===== config.mk =====
export PLATFORM = sky130hd
export DESIGN_NAME = ps2_dual_regs
export DESIGN_NICKNAME = d
export VERILOG_FILES = /design/src/rtl/ps2r_pkg.sv /design/src/rtl/ps2r_ctrl.sv /design/src/rtl/ps2r_datapath.sv /design/src/rtl/ps2_dual_regs.sv
export SDC_FILE = /design/constraint.sdc
export NUM_CORES = 1
export LEC_CHECK = 0
export ABC_AREA = 1
export BUFFER_PORTS_ARGS = -buffer_cell sky130_fd_sc_hd__buf_2
export CAP_MARGIN = 20
export CORE_MARGIN = 3
export CORE_UTILIZATION = 40
export CTS_BUF_LIST = sky130_fd_sc_hd__clkbuf_4
export CTS_CLUSTER_DIAMETER = 100
export DETAILED_ROUTE_END_ITERATION = 12
export PLACE_DENSITY_LB_ADDON = 0.05
export SETUP_SLACK_MARGIN = 0.02
export SYNTH_ARGS = -nofsm -noshare
export SYNTH_HDL_FRONTEND = slang
export SYNTH_SLANG_ARGS = --single-unit

===== constraint.sdc =====
create_clock -name clk -period 1.5 [get_ports clk]
set_clock_uncertainty 0.15 [all_clocks]
set_input_delay 0.075 -clock clk [delete_from_list [all_inputs] [get_ports clk]]
set_output_delay 0.075 -clock clk [all_outputs]
set_load 0.02 [all_outputs]

===== src/rtl/ps2r_pkg.sv =====
package ps2r_pkg;
  localparam int CH_NUM = 2;

  typedef enum logic [1:0] {
    SEL_ID   = 2'd0,
    SEL_RX   = 2'd1,
    SEL_CTRL = 2'd2,
    SEL_STAT = 2'd3
  } regSel_t;

  localparam int CTL_LOOP = 1;
  localparam int CTL_DIAG = 5;
  localparam int CTL_DDIR = 6;
  localparam int CTL_CDIR = 7;

  localparam int ST_RBNE = 0;
  localparam int ST_IRQ  = 4;
  localparam int ST_DSHD = 6;
  localparam int ST_CSHD = 7;

  typedef struct packed {
    logic [CH_NUM-1:0] wrCtrl;
    logic [CH_NUM-1:0] wrTx;
    logic [CH_NUM-1:0] rdRx;
    logic              rdEn;
    regSel_t           rdSel;
    logic              rdCh;
  } strobe_t;
endpackage


===== src/rtl/ps2r_ctrl.sv =====
module ps2r_ctrl
  import ps2r_pkg::*;
#(
  parameter int ADDR_W  = 9,
  parameter int WIN_BIT = 8
) (
  input  logic              busReq,
  input  logic              busWrite,
  input  logic [ADDR_W-1:0] busAddr,
  output strobe_t           stb
);
  regSel_t sel;
  logic    chIdx;

  assign sel   = regSel_t'(busAddr[3:2]);
  assign chIdx = busAddr[WIN_BIT];

  always_comb begin
    stb.wrCtrl = '0;
    stb.wrTx   = '0;
    stb.rdRx   = '0;
    stb.rdEn   = 1'b0;
    stb.rdSel  = sel;
    stb.rdCh   = chIdx;
    if (busReq) begin
      if (busWrite) begin
        case (sel)
          SEL_RX:   stb.wrTx[chIdx]   = 1'b1;
          SEL_CTRL: stb.wrCtrl[chIdx] = 1'b1;
          default:  ;
        endcase
      end else begin
        stb.rdEn = 1'b1;
        if (sel == SEL_RX) stb.rdRx[chIdx] = 1'b1;
      end
    end
  end
endmodule


===== src/rtl/ps2r_datapath.sv =====
module ps2r_datapath
  import ps2r_pkg::*;
#(
  parameter int DATA_W = 8
) (
  input  logic                       clk,
  input  logic                       rst_n,
  input  strobe_t                    stb,
  input  logic [DATA_W-1:0]          busWdata,
  input  logic [CH_NUM-1:0]          devRxAvail,
  input  logic [CH_NUM*DATA_W-1:0]   devRxData,
  input  logic [CH_NUM-1:0]          devIrq,
  output logic [CH_NUM-1:0]          devRxPop,
  output logic [CH_NUM-1:0]          devTxStb,
  output logic [DATA_W-1:0]          devTxData,
  output logic [DATA_W-1:0]          busRdata,
  output logic                       irqOut
);
  logic [DATA_W-1:0] ctrlQ  [CH_NUM];
  logic [DATA_W-1:0] lbData [CH_NUM];
  logic [DATA_W-1:0] status [CH_NUM];
  logic [DATA_W-1:0] rxView [CH_NUM];
  logic [CH_NUM-1:0] lbFull;
  logic [CH_NUM-1:0] chanIrq;
  logic [CH_NUM-1:0] loopOn;
  logic [DATA_W-1:0] rdNext;

  assign irqOut    = |chanIrq;
  assign devTxData = busWdata;

  for (genvar ch = 0; ch < CH_NUM; ch++) begin : g_chan
    logic diagOn;
    assign loopOn[ch] = ctrlQ[ch][CTL_LOOP];
    assign diagOn     = ctrlQ[ch][CTL_DIAG];

    always_ff @(posedge clk) begin
      if (!rst_n) begin
        ctrlQ[ch]  <= '0;
        lbData[ch] <= '0;
        lbFull[ch] <= 1'b0;
      end else begin
        if (stb.wrCtrl[ch]) ctrlQ[ch] <= busWdata;
        if (stb.wrTx[ch] && loopOn[ch]) begin
          lbData[ch] <= busWdata;
          lbFull[ch] <= 1'b1;
        end else if (stb.rdRx[ch] && loopOn[ch]) begin
          lbFull[ch] <= 1'b0;
        end
      end
    end

    assign chanIrq[ch]  = loopOn[ch] ? lbFull[ch] : devIrq[ch];
    assign devTxStb[ch] = stb.wrTx[ch] && !loopOn[ch];
    assign devRxPop[ch] = stb.rdRx[ch] && !loopOn[ch];
    assign rxView[ch]   = loopOn[ch] ? lbData[ch] : devRxData[ch*DATA_W +: DATA_W];

    always_comb begin
      status[ch]          = '0;
      status[ch][ST_DSHD] = !(diagOn && !ctrlQ[ch][CTL_DDIR]);
      status[ch][ST_CSHD] = !(diagOn && !ctrlQ[ch][CTL_CDIR]);
      status[ch][ST_RBNE] = loopOn[ch] ? lbFull[ch] : devRxAvail[ch];
      status[ch][ST_IRQ]  = irqOut;
    end
  end

  always_comb begin
    case (stb.rdSel)
      SEL_ID:   rdNext = DATA_W'(stb.rdCh);
      SEL_RX:   rdNext = rxView[stb.rdCh];
      SEL_CTRL: rdNext = ctrlQ[stb.rdCh];
      SEL_STAT: rdNext = status[stb.rdCh];
      default:  rdNext = '0;
    endcase
  end

  always_ff @(posedge clk) begin
    if (!rst_n)        busRdata <= '0;
    else if (stb.rdEn) busRdata <= rdNext;
  end
endmodule


===== src/rtl/ps2_dual_regs.sv =====
module ps2_dual_regs
  import ps2r_pkg::*;
#(
  parameter int ADDR_W  = 9,
  parameter int WIN_BIT = 8,
  parameter int DATA_W  = 8
) (
  input  logic                     clk,
  input  logic                     rst_n,
  input  logic                     busReq,
  input  logic                     busWrite,
  input  logic [ADDR_W-1:0]        busAddr,
  input  logic [DATA_W-1:0]        busWdata,
  output logic [DATA_W-1:0]        busRdata,
  output logic                     irqOut,
  input  logic [CH_NUM-1:0]        devRxAvail,
  input  logic [CH_NUM*DATA_W-1:0] devRxData,
  output logic [CH_NUM-1:0]        devRxPop,
  output logic [CH_NUM-1:0]        devTxStb,
  output logic [DATA_W-1:0]        devTxData,
  input  logic [CH_NUM-1:0]        devIrq
);
  strobe_t stb;

  ps2r_ctrl #(.ADDR_W(ADDR_W), .WIN_BIT(WIN_BIT)) u_ctrl (
    .busReq(busReq), .busWrite(busWrite), .busAddr(busAddr), .stb(stb)
  );

  ps2r_datapath #(.DATA_W(DATA_W)) u_dp (
    .clk(clk), .rst_n(rst_n), .stb(stb), .busWdata(busWdata),
    .devRxAvail(devRxAvail), .devRxData(devRxData), .devIrq(devIrq),
    .devRxPop(devRxPop), .devTxStb(devTxStb), .devTxData(devTxData),
    .busRdata(busRdata), .irqOut(irqOut)
  );
endmodule


==> results of run 1 <==
==> layout make-up <==
cell class,count,share of cell area
flip-flops and latches,42,0.381
clock buffers,6,0.0148
repair buffers,90,0.209
inverters,26,0.0320
multi-input cells,197,0.323
well taps,70,0.0287
clock inverters,2,0.0111
==> critical path, cell delays in order (launching register included) <==
cell and delay, ns:
edfxtp_1 0.48, buf_6 0.17, nand2_4 0.05, nand4_1 0.14, buf_6 0.17
==> registers in the layout, indices dropped and copies added, names as in the netlist <==
name           count
u_dp.lbData       16
u_dp.ctrlQ        16
u_dp.lbFull        2
u_dp.busRdata      8
==> routing by layer <==
layer | global-route usage | up-vias
met1 | 0.235 | 902
met5 | 0 | -
li1 | - | 1053
met3 | 0.0426 | 8
met4 | 0.0507 | 0
met2 | 0.342 | 58
==> worst paths after layout <==
kind / from / endpoint / slack (ns)
worst max-delay path: u_dp.ctrlQ[0][1] / irqOut / -0.09
worst min-delay path: rst_n / u_dp.busRdata[7] / 0.04
worst max register to register: u_dp.ctrlQ[0][1] / u_dp.lbData[0][3] / -0.06
worst min register to register: u_dp.busRdata[3] / u_dp.busRdata[3] / 0.32
==> metrics by stage <==
| step | power, mW | std cells | util | setup TNS [ns] |
|---|---|---|---|---|
| 2_1_floorplan | 1.56 | 281 | - | 0 |
| 3_3_place_gp | 1.70 | 403 | 0.495 | 0 |
| 3_5_place_dp | 1.70 | 403 | 0.495 | -0.0534 |
| 4_1_cts | 2.49 | 430 | 0.559 | -0.207 |
| 5_1_grt | 2.62 | 433 | 0.582 | -2.58 |
| 6_report | 2.49 | 433 | 0.582 | -0.672 |
==> report_power, final <==
group	total, mW	switching (mW)	internal (mW)
clock network	0.725	0.360	0.365
registers	1.31	0.0183	1.30
logic	0.450	0.259	0.191
total	2.49	0.637	1.85
==> placed cells by master (no fill, tap or decap), drive strengths merged <==
cell type,instances
nand2,110
o21ai,7
clkbuf,6
edfxtp,32
clkinv,1
o211ai,5
nor3,7
dfxtp,10
nand3,6
o31ai,1
buf,80
inv,26
bufinv,1
nor2,40
dlygate4sd3,10
a21oi,11
nand4,5
or2,5
==> what timing repair did <==
item / 4_1_cts / 5_1_grt
hold buffers: 10 / 0
endpoints found under the hold margin: 32 / 0
pin swaps: 11 / 12
buffers inserted: 9 / 3
resized for setup: 25 / 26
setup endpoints to repair: 26 / 31
gates cloned: 0 / 1
==> cells by family after synthesis <==
group	synth area share
buffers and inverters	0.0904
AOI/OAI and AO/OA	0.0611
DFF	0.525
and+or+nand+nor	0.324
==> metrics.md, run 1 <==
| Metric | Value |
|---|---|
| Max-slew violation count | `0` |
| Clock sinks | `42` |
| DP Wirelength | `4290 um` |
| Hold crit path type | `input port to flop` |
| Post-route cell area | `3050 sq um` |
| Initial Util | `0.423` |
| Register-to-Register Path Depth | `5` |
| Synth area leaders | `edfxtp_1 (43%), nand2_1 (18%), dfxtp_1 (9.0%), nor2_1 (6.3%), inv_1 (3.9%)` |
| Number of CTS-inserted buffers | `5` |
| Clock root buffer master | `clkbuf_4` |
| Synthesized area | `2210 sq um` |
| DRT iter0 DRCs | `116` |
| Failing checks | `negative setup slack` |
| Layout cell share with drive strength beyond 1 | `0.347` |
| Maxcap violations | `0` |
| Core Rows | `26` |
| DR WL met2 | `2990 um` |
| Vias per cell | `4.67` |
| Reg clk slew, reported paths | `0.13 ns` |
| Synth area leader | `edfxtp_1` |
| Initial antenna violation count | `0` |
| DR pass1 iterations | `4` |
| Synth cell count leaders | `nand2_1 (106), nor2_1 (37), edfxtp_1 (32)` |
| Global route total overflow | `0` |
| Clock latency on the worst-skew pair | `0.35 ns` |
| All-Layer GR Usage | `0.193` |
| CP Launch Type | `flop` |
| Vias in the first global route | `1,998` |
| Fill cells | `499` |
| Area taken by multi-input logic gates | `985 sq um` |
| Leak Pwr | `1.45 nW` |
| Fin crit share | `1.06` |
| Met1 wire length | `2420 um` |
| First-pass GRT wire length | `9270 um` |
| Port bufs | `55` |
| Placed cell areas | `2590 sq um` |
| Max Used Layer | `met4` |
| Ant diodes | `0` |
| GP Congestion | `0.794` |
| Hold Slack | `0.0414 ns` |
| DRC viols | `0` |
| Post-synth cell types | `21` |
| # IOs | `62` |
| Pre-CTS setup slack | `-0.0277 ns` |
| Count leader, synth | `nand2_1` |
| CP Class | `flop to output port` |
| Measured slew at the worst slew-check pin | `0.405 ns` |
| Register bit total from synthesis | `42` |
| Hold Vio Cnt, Final | `0` |
| Placeable Area | `5240 sq um` |
| Met3 wire length | `368 um` |
| DR vias | `2,021` |
| Sequential-to-total area share from yosys stat | `0.525` |
| Routed length per instance | `13.5 um` |
| Fmax | `0.629 GHz` |
| Final Critical Period | `1.59 ns` |
| Number of synthesized flops with an enable pin | `32` |
| WL final | `5860 um` |
| CP Data Required Time | `1.27 ns` |
| Horiz. Die Dim | `80.4 um` |
| Post-route worst setup slack | `-0.0886 ns` |
| Chip height | `80.4 um` |
| Status | `complete, but fails checks` |
| Final nets | `403` |
| Slew headroom | `0.729` |
| P per Cell Area | `817 nW/um^2` |
| Post-route ant nets | `0` |
| Unrepaired setup endpoints after global routing | `true` |
| Asr flop ratio synth | `0` |
| Crit path DAT | `1.36 ns` |
| Hold Path Stages | `4` |
| Syn_area_per_cell | `7.88 sq um` |
| Largest net degree at the start of global routing | `15` |
| Post-synth top area share | `0.434` |
| Synth Instances | `281` |
| Register area | `1160 sq um` |
| Worst setup EP type | `output port` |
| Crit path max fanout | `4` |
| Endpoints failing setup | `16` |
| Syn_nets | `322` |
| VDD IR max | `0.449 mV` |
| Syn. warnings | `0` |
| Die ar. | `6460 sq um` |
| Area Growth Syn to Fin | `37.7%` |
| Commonest register cell after synthesis | `edfxtp_1` |
| CTS tree | `yes` |
| Htree depth | `2` |
| CTS Buffer Depth | `2` |
Note: power is estimated with default switching activity, not from simulation.
==> inputs of run 2 (changes only) <==
--- a/config.mk
+++ b/config.mk
@@ -13,7 +13,8 @@
 export CTS_BUF_LIST = sky130_fd_sc_hd__clkbuf_4
 export CTS_CLUSTER_DIAMETER = 100
 export DETAILED_ROUTE_END_ITERATION = 12
-export PLACE_DENSITY_LB_ADDON = 0.05
+export PLACE_DENSITY = 0.71
+export RECOVER_POWER = 100
 export SETUP_SLACK_MARGIN = 0.02
 export SYNTH_ARGS = -nofsm -noshare
 export SYNTH_HDL_FRONTEND = slang
==> run 2 against run 1 <==
  * The flow still finishes with violations (negative setup slack)
  * Clock-buffer cell count unchanged
  * Via count increased by 4.9%
  * Fmax grew 0.31%
  * Largest cell class unchanged
==> metrics.md, run 2 (synthesis gave the netlist of run 1 again) <==
| Metric | Value |
|---|---|
| Status | `complete, but fails checks` |
| Failing checks | `negative setup slack` |
| Max Used Layer | `met4` |
| Horiz. Die Dim | `80.4 um (unchanged)` |
| Reg clk slew, reported paths | `0.13 ns (about the same)` |
| Register-to-Register Path Depth | `7 (+2)` |
| Fin crit share | `1.06 (-0.00324)` |
| Slew headroom | `0.697 (-0.0328)` |
| DP Cell Count | `400 (-0.74%)` |
| Initial antenna violation count | `0 (unchanged)` |
| Measured slew at the worst slew-check pin | `0.455 ns (+0.0502 ns)` |
| All-Layer GR Usage | `0.194 (+0.000966)` |
| VDD IR max | `0.446 mV (-0.55%)` |
| Pre-CTS setup slack | `-0.00719 ns (+0.0205 ns)` |
| Global route total overflow | `0 (unchanged)` |
| Htree depth | `2 (unchanged)` |
| # IOs | `62 (unchanged)` |
| Area Growth Syn to Fin | `31.9%` |
| Hold Path Stages | `6 (+2)` |
| Maxcap violations | `0 (unchanged)` |
| Clock root buffer master | `clkbuf_4` |
| Critical path's slowest cell | `edfxtp_1` |
| Final nets | `401 (-0.50%)` |
| Crit path max fanout | `3 (-1)` |
| Endpoints failing setup | `9 (-7)` |
| Ant diodes | `0 (unchanged)` |
| Met3 wire length | `414 um (+13%)` |
| CP Data Required Time | `1.27 ns (about the same)` |
| Placed cell areas | `2560 sq um (-1.4%)` |
| Port bufs | `55 (unchanged)` |
| Crit path DAT | `1.36 ns (about the same)` |
| Final Critical Period | `1.58 ns (-0.00486 ns)` |
| Most frequent CP cell | `buf_6` |
| Hold crit path type | `input port to flop` |
| GP Congestion | `0.901 (+13%)` |
| Vias in the first global route | `2,024 (+1.3%)` |
| Critical Path, Cell by Cell | `inv_2 -> buf_6 -> nand2_1 -> nand4_1 -> buf_6` |
| Fmax | `0.631 GHz (+0.31%)` |
| Top Family by Delay on Critical Path | `flip-flops` |
| Post-route ant nets | `0 (unchanged)` |
| Number of CTS-inserted buffers | `5 (unchanged)` |
| DRT iter0 DRCs | `159 (+37%)` |
| DR vias | `2,121 (+4.9%)` |
| Routed length per instance | `13.6 um (+0.36%)` |
| P per Cell Area | `790 nW/um^2 (-3.2%)` |
| Layout cell share with drive strength beyond 1 | `0.285 (-0.0618)` |
| Worst stage delay on the critical path | `0.47 ns (about the same)` |
| Max-slew violation count | `0 (unchanged)` |
| CTS Buffer Depth | `2 (unchanged)` |
| Hold Path Origin | `busAddr[2]` |
| DR WL met2 | `2930 um (-2.1%)` |
| Hold Vio Cnt, Final | `0 (unchanged)` |
| Reg-to-reg slack, setup | `-0.04 ns (+0.02 ns)` |
| Fin cells | `431 (-0.46%)` |
| WHS Endpoint | `u_dp.busRdata[0]` |
| Post-route worst setup slack | `-0.0837 ns (+0.00486 ns)` |
| CP Launch Type | `flop` |
| DR pass1 iterations | `4 (unchanged)` |
| CTS tree | `yes` |
| Biggest regs | `u_dp.ctrlQ x16, u_dp.lbData x16, u_dp.busRdata x8` |
| First-pass GRT wire length | `9430 um (+1.6%)` |
| Chip height | `80.4 um (unchanged)` |
| Fill cells | `500 (+0.20%)` |
| Commonest cells after routing, fill and taps aside | `nand2_1 (99), nor2_1 (35), buf_2 (34)` |
| CP Class | `flop to output port` |
| Worst setup EP type | `output port` |
| Largest net degree at the start of global routing | `15 (unchanged)` |
| Leak Pwr | `1.34 nW (-7.4%)` |
| Core Rows | `26 (unchanged)` |
| DRC viols | `0 (unchanged)` |
| Area taken by multi-input logic gates | `930 sq um (-5.6%)` |
| Placeable Area | `5240 sq um (unchanged)` |
| Register area | `1160 sq um (unchanged)` |
| DP Wirelength | `4170 um (-2.8%)` |
| Post-route cell area | `2920 sq um (-4.2%)` |
| Clock latency on the worst-skew pair | `0.35 ns (about the same)` |
| Most common cell after layout, fill and taps aside | `nand2_1` |
| Unrepaired setup endpoints after global routing | `true` |
| Worst r2r dst | `u_dp.busRdata[5]` |
| Vias per cell | `4.92 (+5.4%)` |
| Clock sinks | `42 (unchanged)` |
| Buf/Inv on CP | `3 (+1)` |
| Die ar. | `6460 sq um (unchanged)` |
| Final Core Density | `0.558 (-0.0244)` |
| WL final | `5860 um (-0.10%)` |
| Initial Util | `0.423 (unchanged)` |
| Met1 wire length | `2370 um (-2.1%)` |
| Worst r2r src | `u_dp.ctrlQ[0][1]` |
## run 2: cell types whose count changed in the layout (fill, tap and decap cells not counted), sizes merged
| cell | before | now |
|---|---|---|
| clkinv | 1 | 2 |
| nand2 | 110 | 109 |
| buf | 80 | 61 |
| clkbuf | 6 | 24 |
| bufinv | 1 | 0 |
## run 2: what timing repair did
action | CTS | global route
cloned | 1 | 0
pin swaps | 15 | 18
hold endpoints to repair | 34 | 0
hold buffers | 10 | 0
setup buffers | 11 | 2
setup endpoints to repair | 19 | 29
gates resized for setup | 28 | 19
## run 2: tightest hold or removal path, stage by stage
cell     delay (ns)
buf_2          0.13
nor2_1         0.06
inv_1          0.05
nand3_1        0.05
nand2_1        0.07
a21oi_2        0.05
## run 2: worst max path at each step
stage	cells after the start	to	from
2_1_floorplan	7	u_dp.busRdata[4]	u_dp.ctrlQ[1][1]
3_3_place_gp	6	u_dp.busRdata[5]	u_dp.ctrlQ[0][1]
3_5_place_dp	6	u_dp.busRdata[5]	u_dp.ctrlQ[0][1]
4_1_cts	4	irqOut	u_dp.ctrlQ[0][1]
5_1_grt	5	irqOut	u_dp.ctrlQ[0][1]
6_report	5	irqOut	u_dp.ctrlQ[0][1]
## run 2: report_power, final
group	switching, mW	internal [mW]	total, mW	leakage, nW
sequential	0.0194	1.30	1.32	0.406
combinational	0.254	0.179	0.433	0.901
clock	0.365	0.195	0.560	0.0331
total	0.639	1.67	2.31	1.34
## run 2: routing by layer
metal / vias up / GRT usage
met3: 14 / 0.0527
met1: 974 / 0.227
met4: 0 / 0.0828
li1: 1054 / -
met2: 79 / 0.331
met5: - / 0
## run 2: through the flow
step	hold WS (ns)	total power, mW	TNS [ns]
2_1_floorplan	0.113	1.56	0
3_3_place_gp	0.233	1.68	0
3_5_place_dp	0.233	1.68	-0.00719
4_1_cts	0.00496	2.31	-0.117
5_1_grt	0.0290	2.43	-1.67
6_report	0.0217	2.31	-0.265
## run 2: layout make-up
type	count	share of cell area
Timing Repair Buffer	89	0.202
Tap cell	70	0.0300
Multi-Input combinational cell	196	0.318
Clock inverter	2	0.00300
Sequential cell	42	0.398
Inverter	26	0.0334
Clock buffer	6	0.0154
==> inputs of run 3 (changes only) <==
--- a/config.mk
+++ b/config.mk
@@ -16,6 +16,7 @@
 export PLACE_DENSITY = 0.71
 export RECOVER_POWER = 100
 export SETUP_SLACK_MARGIN = 0.02
+export SKIP_LAST_GASP = 1
 export SYNTH_ARGS = -nofsm -noshare
 export SYNTH_HDL_FRONTEND = slang
 export SYNTH_SLANG_ARGS = --single-unit
==> run 3 against run 2 <==
  * The flow still finishes with violations (negative setup slack)
  * Critical path depth unchanged
  * Hold slack worse by 0.016 ns
  * Sequential power about the same
  * Sequential share of layout area about the same
  * Die area unchanged
  * Worst setup slack worse by 0.031 ns
  * Core utilization about the same
  * Critical path type unchanged
  * Critical endpoint unchanged
  * Largest cell class unchanged
==> metrics.md, run 3 (synthesis gave the netlist of run 1 again) <==
| Metric | Value |
|---|---|
| Largest net degree at the start of global routing | `15 (unchanged)` |
| DRT iter0 DRCs | `185 (+16%)` |
| Clock latency on the worst-skew pair | `0.36 ns (about the same)` |
| Crit path max fanout | `3 (unchanged)` |
| Fin crit share | `1.08 (+0.0208)` |
| Unrepaired setup endpoints after global routing | `true` |
| CP Class | `flop to output port` |
| Final Critical Period | `1.61 ns (+0.0312 ns)` |
| Power Total | `2.32 mW (+0.33%)` |
| DR pass1 iterations | `4 (unchanged)` |
| Share of power burned in registers | `0.568 (-0.002)` |
| Vias per cell | `4.91 (-0.28%)` |
| Fmax | `0.619 GHz (-1.9%)` |
| Leak Pwr | `1.34 nW (about the same)` |
| Hold Slack | `0.00581 ns (-0.0159 ns)` |
| Crit path DAT | `1.39 ns (+0.03 ns)` |
| DRC viols | `0 (unchanged)` |
| Final nets | `401 (unchanged)` |
| Post-route ant nets | `0 (unchanged)` |
| Hold Vio Cnt, Final | `0 (unchanged)` |
| Biggest regs | `u_dp.ctrlQ x16, u_dp.lbData x16, u_dp.busRdata x8` |
| Clock sinks | `42 (unchanged)` |
| Comb pwr share | `0.187 (about the same)` |
| DP Wirelength | `4170 um (unchanged)` |
| P per Cell Area | `793 nW/um^2 (+0.29%)` |
| Global route total overflow | `0 (unchanged)` |
| Routed length per instance | `13.7 um (+0.48%)` |
| Htree depth | `2 (unchanged)` |
| Placeable Area | `5240 sq um (unchanged)` |
| P_sw | `0.646 mW (+1.2%)` |
| Most common cell after layout, fill and taps aside | `nand2_1` |
| Horiz. Die Dim | `80.4 um (unchanged)` |
| CTS Buffer Depth | `2 (unchanged)` |
| Reg clk slew, reported paths | `0.14 ns (about the same)` |
| Post-route cell area | `2920 sq um (about the same)` |
| First-pass GRT wire length | `9410 um (-0.15%)` |
| Internal power | `1.67 mW (about the same)` |
| Hold crit path type | `input port to flop` |
| Chip height | `80.4 um (unchanged)` |
| CP Data Required Time | `1.27 ns (about the same)` |
| CP Launch Type | `flop` |
| Clk network pwr share | `0.245 (+0.003)` |
| Die ar. | `6460 sq um (unchanged)` |
| Sw Ratio | `0.279 (+0.00248)` |
| Failing checks | `negative setup slack` |
| Worst setup EP type | `output port` |
| Slew headroom | `0.694 (-0.00242)` |
| Vias in the first global route | `2,019 (-0.25%)` |
| Core Rows | `26 (unchanged)` |
| Initial Util | `0.423 (unchanged)` |
| Port bufs | `55 (unchanged)` |
| Post-route worst setup slack | `-0.115 ns (-0.0312 ns)` |
| Layout cell share with drive strength beyond 1 | `0.291 (+0.00554)` |
| Number of CTS-inserted buffers | `5 (unchanged)` |
| Endpoints failing setup | `12 (+3)` |
| CTS tree | `yes` |
| Max-slew violation count | `0 (unchanged)` |
| Measured slew at the worst slew-check pin | `0.459 ns (+0.00363 ns)` |
| Initial antenna violation count | `0 (unchanged)` |
| Commonest cells after routing, fill and taps aside | `nand2_1 (97), nor2_1 (35), buf_2 (34)` |
| Placed cell areas | `2560 sq um (unchanged)` |
| Final Core Density | `0.558 (about the same)` |
| # IOs | `62 (unchanged)` |
| GP Congestion | `0.901 (unchanged)` |
| Area Growth Syn to Fin | `32.0% (about the same)` |
| All-Layer GR Usage | `0.194 (about the same)` |
| VDD IR max | `0.446 mV (-0.11%)` |
| WL final | `5880 um (+0.48%)` |
| Setup TNS | `-0.462 ns (-0.197 ns)` |
| DR vias | `2,115 (-0.28%)` |
| Clock root buffer master | `clkbuf_4` |
| Ant diodes | `0 (unchanged)` |
| Maxcap violations | `0 (unchanged)` |
| Status | `complete, but fails checks` |
## run 3: cell counts in the layout (fill, tap and decap cells not counted)
Identical to the previous run, type by type.
## run 3: repair_timing
action                     CTS  global route
hold endpoints to repair    34             0
gates resized for setup     27            21
cloned                       1             0
pin swaps                   14            22
setup endpoints to repair   19            39
hold buffers                10             0
setup buffers               11             2
## run 3: layout make-up
| cell class | count | area (sq um) |
|---|---|---|
| Multi-Input combinational cell | 196 | 935 |
| Clock buffer | 6 | 45.0 |
| Inverter | 26 | 97.6 |
| Tap cell | 70 | 87.6 |
| Timing Repair Buffer | 89 | 587 |
| Sequential cell | 42 | 1160 |
| Fill cell | 493 | 2320 |
| Clock inverter | 2 | 8.76 |
## run 3: final timing paths
path	from	end	slack, ns	depth (start not counted)
setup / recovery	u_dp.ctrlQ[0][1]	irqOut	-0.11	5
hold / removal	busAddr[2]	u_dp.busRdata[0]	0.006	6
setup reg to reg	u_dp.ctrlQ[0][1]	u_dp.busRdata[5]	-0.11	7
hold reg to reg	u_dp.busRdata[1]	u_dp.busRdata[1]	0.32	2
## run 3: stage by stage
step / cells / setup slack (ns)
floorplan: 281 / 0.0428
global placement: 400 / 0.0245
detailed placement: 400 / -0.00719
CTS: 430 / -0.0439
global route: 431 / -0.197
finish: 431 / -0.115
## run 3: per-layer routing
metal / global-route usage / vias to the layer above / share of wire
met1: 0.226 / 959 / 0.40
met3: 0.0527 / 19 / 0.080
met2: 0.328 / 83 / 0.49
met4: 0.0912 / 0 / 0.033
met5: 0 / - / 0
li1: - / 1054 / -
## run 3: power groups by stage
stage          logic [mW]  clock network [mW]  registers (mW)
6_report            0.433               0.568            1.31
5_1_grt             0.473               0.641            1.32
4_1_cts             0.417               0.576            1.31
3_5_place_dp        0.344                   0            1.34
3_3_place_gp        0.340                   0            1.34
2_1_floorplan       0.212                   0            1.35
## run 3: worst max-delay path: stages, from the launching register on
cell	delay, ns
edfxtp_1	0.49
inv_2	0.12
buf_6	0.11
nand2_1	0.04
nand4_1	0.12
buf_6	0.14
